--- src/rtl/bus_start_hunter_pkg.sv ---
package bus_start_hunter_pkg;

    typedef enum logic [1:0] {
        HUNT_IDLE      = 2'd0,
        HUNT_WAIT_HIGH = 2'd1,
        HUNT_WAIT_FALL = 2'd2
    } hunt_state_e;

    function automatic logic is_armed(hunt_state_e s);
        return s != HUNT_IDLE;
    endfunction

endpackage

--- src/rtl/sh_line_sync.sv ---
module sh_line_sync #(
    parameter int                LINES   = 2,
    parameter int                STAGES  = 2,
    parameter logic [LINES-1:0]  RST_VAL = '1
) (
    input  logic             clk,
    input  logic             rst,
    input  logic [LINES-1:0] din,
    output logic [LINES-1:0] dout
);
    localparam int LAST = STAGES - 1;

    typedef struct packed {
        logic [STAGES-1:0][LINES-1:0] pipe;
    } sync_t;

    sync_t sync_d, sync_q;

    always_comb begin
        sync_d = sync_q;
        sync_d.pipe[0] = din;
        for (int i = 1; i < STAGES; i++) begin
            sync_d.pipe[i] = sync_q.pipe[i-1];
        end
    end

    always_ff @(posedge clk) begin
        if (rst) begin
            sync_q.pipe <= {STAGES{RST_VAL}};
        end else begin
            sync_q <= sync_d;
        end
    end

    assign dout = sync_q.pipe[LAST];

    // the output of the synchronizer shows the released bus after reset
    assert_sync_reset_R1: assert property (@(posedge clk) rst |=> (dout == RST_VAL));

endmodule

--- src/rtl/sh_hunt_fsm.sv ---
module sh_hunt_fsm
    import bus_start_hunter_pkg::*;
#(
    parameter int CNT_W = 8
) (
    input  logic             clk,
    input  logic             rst,
    input  logic             sda_s,
    input  logic             scl_s,
    input  logic             rearm,
    input  logic [CNT_W-1:0] cfg,
    output logic             start_pulse,
    output logic             false_pulse,
    output logic             hunting
);
    localparam logic [CNT_W-1:0] CNT_ZERO = '0;
    localparam logic [CNT_W-1:0] CNT_ONE  = CNT_W'(1);

    typedef struct packed {
        hunt_state_e      state;
        logic [CNT_W-1:0] cnt;
        logic             sda_prev;
        logic             start;
        logic             fls;
    } hunt_t;

    hunt_t hunt_d, hunt_q;
    logic  fall_evt;
    logic  expired;

    assign fall_evt = hunt_q.sda_prev & ~sda_s;
    assign expired  = (hunt_q.cnt == CNT_ZERO);

    always_comb begin
        hunt_d          = hunt_q;
        hunt_d.start    = 1'b0;
        hunt_d.fls      = 1'b0;
        hunt_d.sda_prev = sda_s;
        if (rearm) begin
            hunt_d.state = HUNT_WAIT_HIGH;
            hunt_d.cnt   = cfg;
        end else begin
            unique case (hunt_q.state)
                HUNT_IDLE: begin
                    hunt_d.cnt = CNT_ZERO;
                    if (!sda_s) begin
                        hunt_d.state = HUNT_WAIT_HIGH;
                        hunt_d.cnt   = cfg;
                    end
                end
                HUNT_WAIT_HIGH: begin
                    if (expired) begin
                        hunt_d.state = HUNT_IDLE;
                    end else begin
                        hunt_d.cnt = hunt_q.cnt - CNT_ONE;
                        if (sda_s) begin
                            hunt_d.state = HUNT_WAIT_FALL;
                        end
                    end
                end
                HUNT_WAIT_FALL: begin
                    if (fall_evt) begin
                        hunt_d.state = HUNT_IDLE;
                        hunt_d.cnt   = CNT_ZERO;
                        hunt_d.start = scl_s;
                        hunt_d.fls   = ~scl_s;
                    end else if (expired) begin
                        hunt_d.state = HUNT_IDLE;
                    end else begin
                        hunt_d.cnt = hunt_q.cnt - CNT_ONE;
                    end
                end
                default: begin
                    hunt_d.state = HUNT_IDLE;
                    hunt_d.cnt   = CNT_ZERO;
                end
            endcase
        end
    end

    always_ff @(posedge clk) begin
        if (rst) begin
            hunt_q.state    <= HUNT_IDLE;
            hunt_q.cnt      <= CNT_ZERO;
            hunt_q.sda_prev <= 1'b1;
            hunt_q.start    <= 1'b0;
            hunt_q.fls      <= 1'b0;
        end else begin
            hunt_q <= hunt_d;
        end
    end

    assign start_pulse = hunt_q.start;
    assign false_pulse = hunt_q.fls;
    assign hunting     = is_armed(hunt_q.state);

    assert_reset_idle_R1: assert property (@(posedge clk)
        rst |=> (!hunting && hunt_q.cnt == CNT_ZERO && !start_pulse && !false_pulse));

    assert_arm_on_low_R2: assert property (@(posedge clk) disable iff (rst)
        (!hunting && !sda_s && !rearm) |=> (hunting && hunt_q.cnt == $past(cfg)));

    assert_start_scl_high_R3: assert property (@(posedge clk) disable iff (rst)
        start_pulse |-> ($past(scl_s) && !hunting));

    assert_false_scl_low_R4: assert property (@(posedge clk) disable iff (rst)
        false_pulse |-> (!$past(scl_s) && !hunting));

    assert_window_shrinks_R5: assert property (@(posedge clk) disable iff (rst)
        (hunting && !rearm && hunt_q.cnt != CNT_ZERO) |=>
            (!hunting || hunt_q.cnt == $past(hunt_q.cnt) - CNT_ONE));

    assert_window_closes_R5: assert property (@(posedge clk) disable iff (rst)
        (hunting && !rearm && expired && !fall_evt) |=>
            (!hunting && !start_pulse && !false_pulse));

    assert_rearm_reload_R6: assert property (@(posedge clk) disable iff (rst)
        rearm |=> (hunting && hunt_q.cnt == $past(cfg)));

    assert_exclusive_R7: assert property (@(posedge clk) disable iff (rst)
        !(start_pulse && false_pulse));

    assert_start_width_R7: assert property (@(posedge clk) disable iff (rst)
        start_pulse |=> !start_pulse);

    assert_false_width_R7: assert property (@(posedge clk) disable iff (rst)
        false_pulse |=> !false_pulse);

    assert_idle_ignores_scl_R8: assert property (@(posedge clk) disable iff (rst)
        (!hunting && sda_s && !rearm) |=> !hunting);

endmodule

--- src/rtl/bus_start_hunter.sv ---
module bus_start_hunter #(
    parameter int CNT_W       = 8,
    parameter int SYNC_STAGES = 2
) (
    input  logic             clk,
    input  logic             rst,
    input  logic             sda_in,
    input  logic             scl_in,
    input  logic             rearm,
    input  logic [CNT_W-1:0] timeout_cfg,
    output logic             start_det,
    output logic             false_start,
    output logic             window_open
);
    localparam int LINES   = 2;
    localparam int IDX_SDA = 0;
    localparam int IDX_SCL = 1;

    logic [LINES-1:0] raw_lines;
    logic [LINES-1:0] sync_lines;

    assign raw_lines[IDX_SDA] = sda_in;
    assign raw_lines[IDX_SCL] = scl_in;

    sh_line_sync #(
        .LINES   (LINES),
        .STAGES  (SYNC_STAGES),
        .RST_VAL ({LINES{1'b1}})
    ) u_sync (
        .clk  (clk),
        .rst  (rst),
        .din  (raw_lines),
        .dout (sync_lines)
    );

    sh_hunt_fsm #(
        .CNT_W (CNT_W)
    ) u_fsm (
        .clk         (clk),
        .rst         (rst),
        .sda_s       (sync_lines[IDX_SDA]),
        .scl_s       (sync_lines[IDX_SCL]),
        .rearm       (rearm),
        .cfg         (timeout_cfg),
        .start_pulse (start_det),
        .false_pulse (false_start),
        .hunting     (window_open)
    );

endmodule

--- config.mk ---
export PLATFORM = sky130hd
export DESIGN_NAME = bus_start_hunter
export DESIGN_NICKNAME = d
export VERILOG_FILES = /design/src/rtl/bus_start_hunter_pkg.sv /design/src/rtl/sh_line_sync.sv /design/src/rtl/sh_hunt_fsm.sv /design/src/rtl/bus_start_hunter.sv
export SDC_FILE = /design/constraint.sdc
export NUM_CORES = 1
export LEC_CHECK = 0
export ABC_AREA = 1
export CAP_MARGIN = 20
export CORE_MARGIN = 2
export CORE_UTILIZATION = 45
export CTS_BUF_LIST = sky130_fd_sc_hd__clkbuf_4
export DETAILED_ROUTE_END_ITERATION = 16
export DONT_BUFFER_PORTS = 1
export PLACE_DENSITY = 0.57
export SYNTH_ARGS = -nofsm -noshare
export SYNTH_HDL_FRONTEND = slang
export SYNTH_SLANG_ARGS = --single-unit
--- constraint.sdc ---
create_clock -name clk -period 1.5 [get_ports clk]
set_clock_uncertainty 0.1 [all_clocks]
set_input_delay 0 -clock clk [delete_from_list [all_inputs] [get_ports clk]]
set_output_delay 0 -clock clk [all_outputs]
set_load 0.005 [all_outputs]
==> results_tabular.tex <==
\begin{tabular}{lr}
\hline
Metric & Value \\
\hline
\multicolumn{2}{l}{\textbf{Outcome}} \\
\quad Result of the run & completed \\
\multicolumn{2}{l}{\textbf{STA}} \\
\quad Slew margin rel. & 66.1\% \\
\quad Final setup fails & 0 \\
\quad Unrepaired setup endpoints after global routing & no \\
\quad Slew at the pin closest to its max-slew limit & about 0.5 ns \\
\quad Post-Route Setup TNS & 0 ns \\
\quad Final cycle utilization of the critical path & between 90\% and 100\% \\
\quad Total count of max-transition violations in the final report & 0 \\
\quad Hold Vio Cnt, Final & 0 \\
\quad Final critical-path required period & approximately 1.4 ns \\
\quad Worst setup slack after layout & $\sim$0.15 ns \\
\quad Maximum achievable frequency & 740 MHz \\
\multicolumn{2}{l}{\textbf{GRT}} \\
\quad Wire length of the first global-routing pass & between 2 and 2.5 mm \\
\quad All-layer global routing usage & roughly 16\% \\
\quad Vias in the first global route & around 590 \\
\quad Initial antenna violation count & 0 \\
\quad Grt ovf & 0 \\
\quad Largest net degree at the start of global routing & 16 \\
\multicolumn{2}{l}{\textbf{Power}} \\
\quad Clock group share of total power & 26.4\% \\
\quad Share of power burned in registers & 51.7\% \\
\quad Switching part of the total power & 30.3\% \\
\quad Internal Dissipation & between 0.6 and 0.7 mW \\
\quad Max IR drop VDD & between 0.5 and 0.6 mV \\
\quad Combinational group share of total power & $\sim$22\% \\
\quad NetSw & $\sim$0.29 mW \\
\quad Static leakage power & around 0.46 nW \\
\quad Ratio of total power to cell area & between 900 and 1000 nW/um2 \\
\multicolumn{2}{l}{\textbf{Hold path}} \\
\quad Worst min-delay path startpoint & sda\_in \\
\quad Classification of the worst-slack hold path & primary input to flip-flop \\
\quad Destination of the worst hold path & u\_sync.sync\_d[2]\$\_SDFF\_PP1\_ \\
\quad Cell count of the worst hold path & 2 \\
\multicolumn{2}{l}{\textbf{CTS}} \\
\quad Root Buffer & sky130\_fd\_sc\_hd\_\_clkbuf\_4 \\
\quad TritonCTS Sinks & 17 \\
\quad Buffers inserted during post-CTS setup optimization & 0 \\
\quad Clock latency of the later-clocked register in the worst-skew pair & $\sim$0.30 ns \\
\quad CTS tree & built \\
\quad Maximum level of the CTS H-tree & 1 \\
\quad Number of buffers created by CTS & 3 \\
\quad Clock transition time at the flip-flop clock pins of the worst setup and hold paths & about 0.10 ns \\
\quad Number of buffers between clock root and the deepest sink & 2 \\
\multicolumn{2}{l}{\textbf{Route}} \\
\quad Number of search-and-repair iterations in the first detailed-routing pass & 4 \\
\quad Initial DRC Count & 10 \\
\quad Antenna-violating nets left & 0 \\
\quad Via count & between 700 and 800 \\
\quad Final wirelength & around 1.6 mm \\
\quad Via density per instance & approximately 4.7 \\
\quad Post-detailed-route wirelength per cell & $\sim$10 um \\
\quad Residual DRC & 0 \\
\multicolumn{2}{l}{\textbf{Synth}} \\
\quad Area of the mapped netlist & 830 um2 \\
\quad Fraction of synthesized cell area taken by the top area cell type & 41.0\% \\
\quad Mean cell area of the mapped netlist & approximately 7 um2 \\
\quad EDFF count, synth & 0 \\
\quad Most frequent cells after synthesis & sky130\_fd\_sc\_hd\_\_nand2\_1, sky130\_fd\_sc\_hd\_\_dfxtp\_1, sky130\_fd\_sc\_hd\_\_nor2\_1 \\
\quad Syn Nets & 132 \\
\quad Register bit total from synthesis & 17 \\
\quad Area contributors post-synth & sky130\_fd\_sc\_hd\_\_dfxtp\_1, sky130\_fd\_sc\_hd\_\_nand2\_1, sky130\_fd\_sc\_hd\_\_nor2\_1 \\
\quad Async set or reset register ratio after synthesis & 0\% \\
\quad Cell count after synthesis & 118 \\
\quad Post-synth top area cell & sky130\_fd\_sc\_hd\_\_dfxtp\_1 \\
\quad Count of synthesis-stage warnings from yosys & 0 \\
\quad Number of library cell types mapped by synthesis & 19 \\
\quad Cell with the most instances after synthesis & sky130\_fd\_sc\_hd\_\_nand2\_1 \\
\quad Proportion of synthesized chip area in sequential cells & between 40\% and 50\% \\
\quad Top\_reg\_cell synth & sky130\_fd\_sc\_hd\_\_dfxtp\_1 \\
\multicolumn{2}{l}{\textbf{Floorplanning}} \\
\quad Overall die area & 2200 um2 \\
\quad Core Rows & 15 \\
\quad Ports placed on the boundary & 16 \\
\quad Die Span X & between 40 and 50 um \\
\quad Placeable Area & about 1700 um2 \\
\quad Starting utilization of the core area & $\sim$48\% \\
\quad DIE HEIGHT & 46.9 um \\
\multicolumn{2}{l}{\textbf{Place}} \\
\quad Setup slack at placement & approximately 0.076 ns \\
\quad Placer Congestion & roughly 0.77 \\
\quad DP Wirelength & 1.13 mm \\
\quad Cell count after placement & 142 \\
\quad Count of input and output buffers & 0 \\
\multicolumn{2}{l}{\textbf{Finish}} \\
\quad Share of cells above drive strength 1 & between 15 and 20\% \\
\quad Area added between synthesis and finish & 22.8\% \\
\quad Final core utilization & 59.0\% \\
\quad Non-filler cells in the finished layout & 158 \\
\quad Post-layout net count & between 100 and 150 \\
\quad Filler cell count & roughly 170 \\
\quad ANT cells & 0 \\
\multicolumn{2}{l}{\textbf{Critical path}} \\
\quad Minimum setup slack among reg-to-reg paths & between 0.1 and 0.15 ns \\
\quad Endpoint arrival time on the critical path & around 1.4 ns \\
\quad Number of cells traversed by the worst register-to-register path & 10 \\
\quad Endpoint of the worst register-to-register path & u\_fsm.hunt\_q[4]\$\_SDFF\_PP0\_ \\
\quad Reg-to-Reg Start & u\_fsm.hunt\_q[3]\$\_SDFF\_PP0\_ \\
\quad Required time at the worst-slack endpoint & 1.58 ns \\
\quad Sort of element at the end of the critical path & flip-flop \\
\quad Critical setup path kind & flip-flop to flip-flop \\
\quad Crit Path Max Fanout & 4 \\
\quad Type of origin of the critical path & flip-flop \\
\multicolumn{2}{l}{\textbf{Flow run}} \\
\quad Max Cap Violations & 0 \\
\hline
\end{tabular}
cell families after synthesis:
kind of cell	Yosys count	synth area share, %
AND/OR/NAND/NOR	67	39.2
buffers and inverters	17	7.69
flip-flops	17	41.0
AO/OA/AOI/OAI	14	8.45
XOR/XNOR	2	2.11
adder cells (fa/ha/maj)	1	1.51
state kept, by name (all words and copies together), names as in the netlist:
signal / cells
u_sync.sync_d: 2
u_fsm.start_pulse: 1
u_fsm.hunt_q: 11
u_fsm.false_pulse: 1
u_sync.dout: 2
per-layer routing:
metal	global-route usage, %	vias up	part of all wire [%]
met3	3.46	5	3.6
met4	8.33	0	1.7
met2	24.4	16	42
li1	-	397	-
met1	22.2	317	52
met5	0	-	0
stage by stage:
stage | hold WS [ns] | power, mW | instance area (um2)
after global routing | 0.232 | 1.01 | 1020
after floorplan | 0.00381 | 0.645 | 830
after global placement | -0.0289 | 0.669 | 857
after CTS | 0.232 | 0.947 | 1000
after detailed placement | -0.0273 | 0.671 | 857
final | 0.237 | 0.951 | 1020
worst max-delay path by stage:
stage	startpoint	to	cells after the start
6_report	u_fsm.hunt_q[3]$_SDFF_PP0_	u_fsm.hunt_q[4]$_SDFF_PP0_	10
5_1_grt	u_fsm.hunt_q[11]$_SDFFE_PP0P_	u_fsm.hunt_q[4]$_SDFF_PP0_	7
4_1_cts	u_fsm.hunt_q[3]$_SDFF_PP0_	u_fsm.hunt_q[12]$_SDFFE_PP0P_	8
3_5_place_dp	u_fsm.hunt_q[3]$_SDFF_PP0_	u_fsm.hunt_q[12]$_SDFFE_PP0P_	8
3_3_place_gp	u_fsm.hunt_q[3]$_SDFF_PP0_	u_fsm.hunt_q[12]$_SDFFE_PP0P_	8
2_1_floorplan	u_fsm.hunt_q[3]$_SDFF_PP0_	u_fsm.hunt_q[4]$_SDFF_PP0_	10
timing repair:
action / in CTS / in global routing
resized for setup: 0 / 5
hold buffers: 12 / 0
setup endpoints to repair: 0 / 5
endpoints found under the hold margin: 17 / 0
critical path, cell delays in order (launching register included):
cell                      delay [ns]
sky130_fd_sc_hd__dfxtp_1        0.36
sky130_fd_sc_hd__inv_2          0.06
sky130_fd_sc_hd__ha_4           0.17
sky130_fd_sc_hd__nand3_4        0.10
sky130_fd_sc_hd__inv_1          0.07
sky130_fd_sc_hd__nand2_1        0.12
sky130_fd_sc_hd__nor2_1         0.05
sky130_fd_sc_hd__nand2_1        0.05
sky130_fd_sc_hd__nand2_1        0.04
sky130_fd_sc_hd__nor2_1         0.08
sky130_fd_sc_hd__nor2_1         0.04
power groups by stage:
stage | clock (mW) | sequential, mW | combinational (mW)
final | 0.251 | 0.492 | 0.209
after global routing | 0.278 | 0.495 | 0.233
after CTS | 0.255 | 0.490 | 0.202
after detailed placement | 0 | 0.501 | 0.170
after global placement | 0 | 0.501 | 0.168
after floorplan | 0 | 0.497 | 0.148
placed cells by master, fill, tap and decap left out:
cell | Yosys | final
sky130_fd_sc_hd__inv_1 | 14 | 12
sky130_fd_sc_hd__nor2_4 | 2 | 2
sky130_fd_sc_hd__nor2_1 | 15 | 15
sky130_fd_sc_hd__dfxtp_1 | 17 | 16
sky130_fd_sc_hd__nand3_4 | 1 | 1
sky130_fd_sc_hd__or2_2 | 5 | 5
sky130_fd_sc_hd__nand3_1 | 9 | 9
sky130_fd_sc_hd__inv_2 | 2 | 4
sky130_fd_sc_hd__nand2_1 | 28 | 28
sky130_fd_sc_hd__ha_4 | 0 | 1
sky130_fd_sc_hd__o21ai_0 | 4 | 4
sky130_fd_sc_hd__dlygate4sd3_1 | 0 | 12
sky130_fd_sc_hd__nor2_2 | 1 | 1
sky130_fd_sc_hd__xor2_1 | 2 | 2
sky130_fd_sc_hd__nand4_1 | 2 | 2
sky130_fd_sc_hd__nor3_1 | 1 | 1
sky130_fd_sc_hd__nand2_4 | 1 | 1
sky130_fd_sc_hd__dfxtp_2 | 0 | 1
sky130_fd_sc_hd__clkbuf_4 | 0 | 3
sky130_fd_sc_hd__nand2_2 | 2 | 2
sky130_fd_sc_hd__a21oi_1 | 10 | 10
sky130_fd_sc_hd__clkinv_2 | 0 | 1
layout make-up:
type | count | area (um2) | share of cell area, %
Tap cell | 25 | 31.3 | 3.07
Sequential cell | 17 | 342 | 33.5
Multi-Input combinational cell | 84 | 438 | 43.0
Clock buffer | 3 | 22.5 | 2.21
Inverter | 16 | 60.1 | 5.90
Clock inverter | 1 | 5.00 | 0.491
Timing Repair Buffer | 12 | 120 | 11.8
Note: power is estimated with default switching activity, not from simulation.
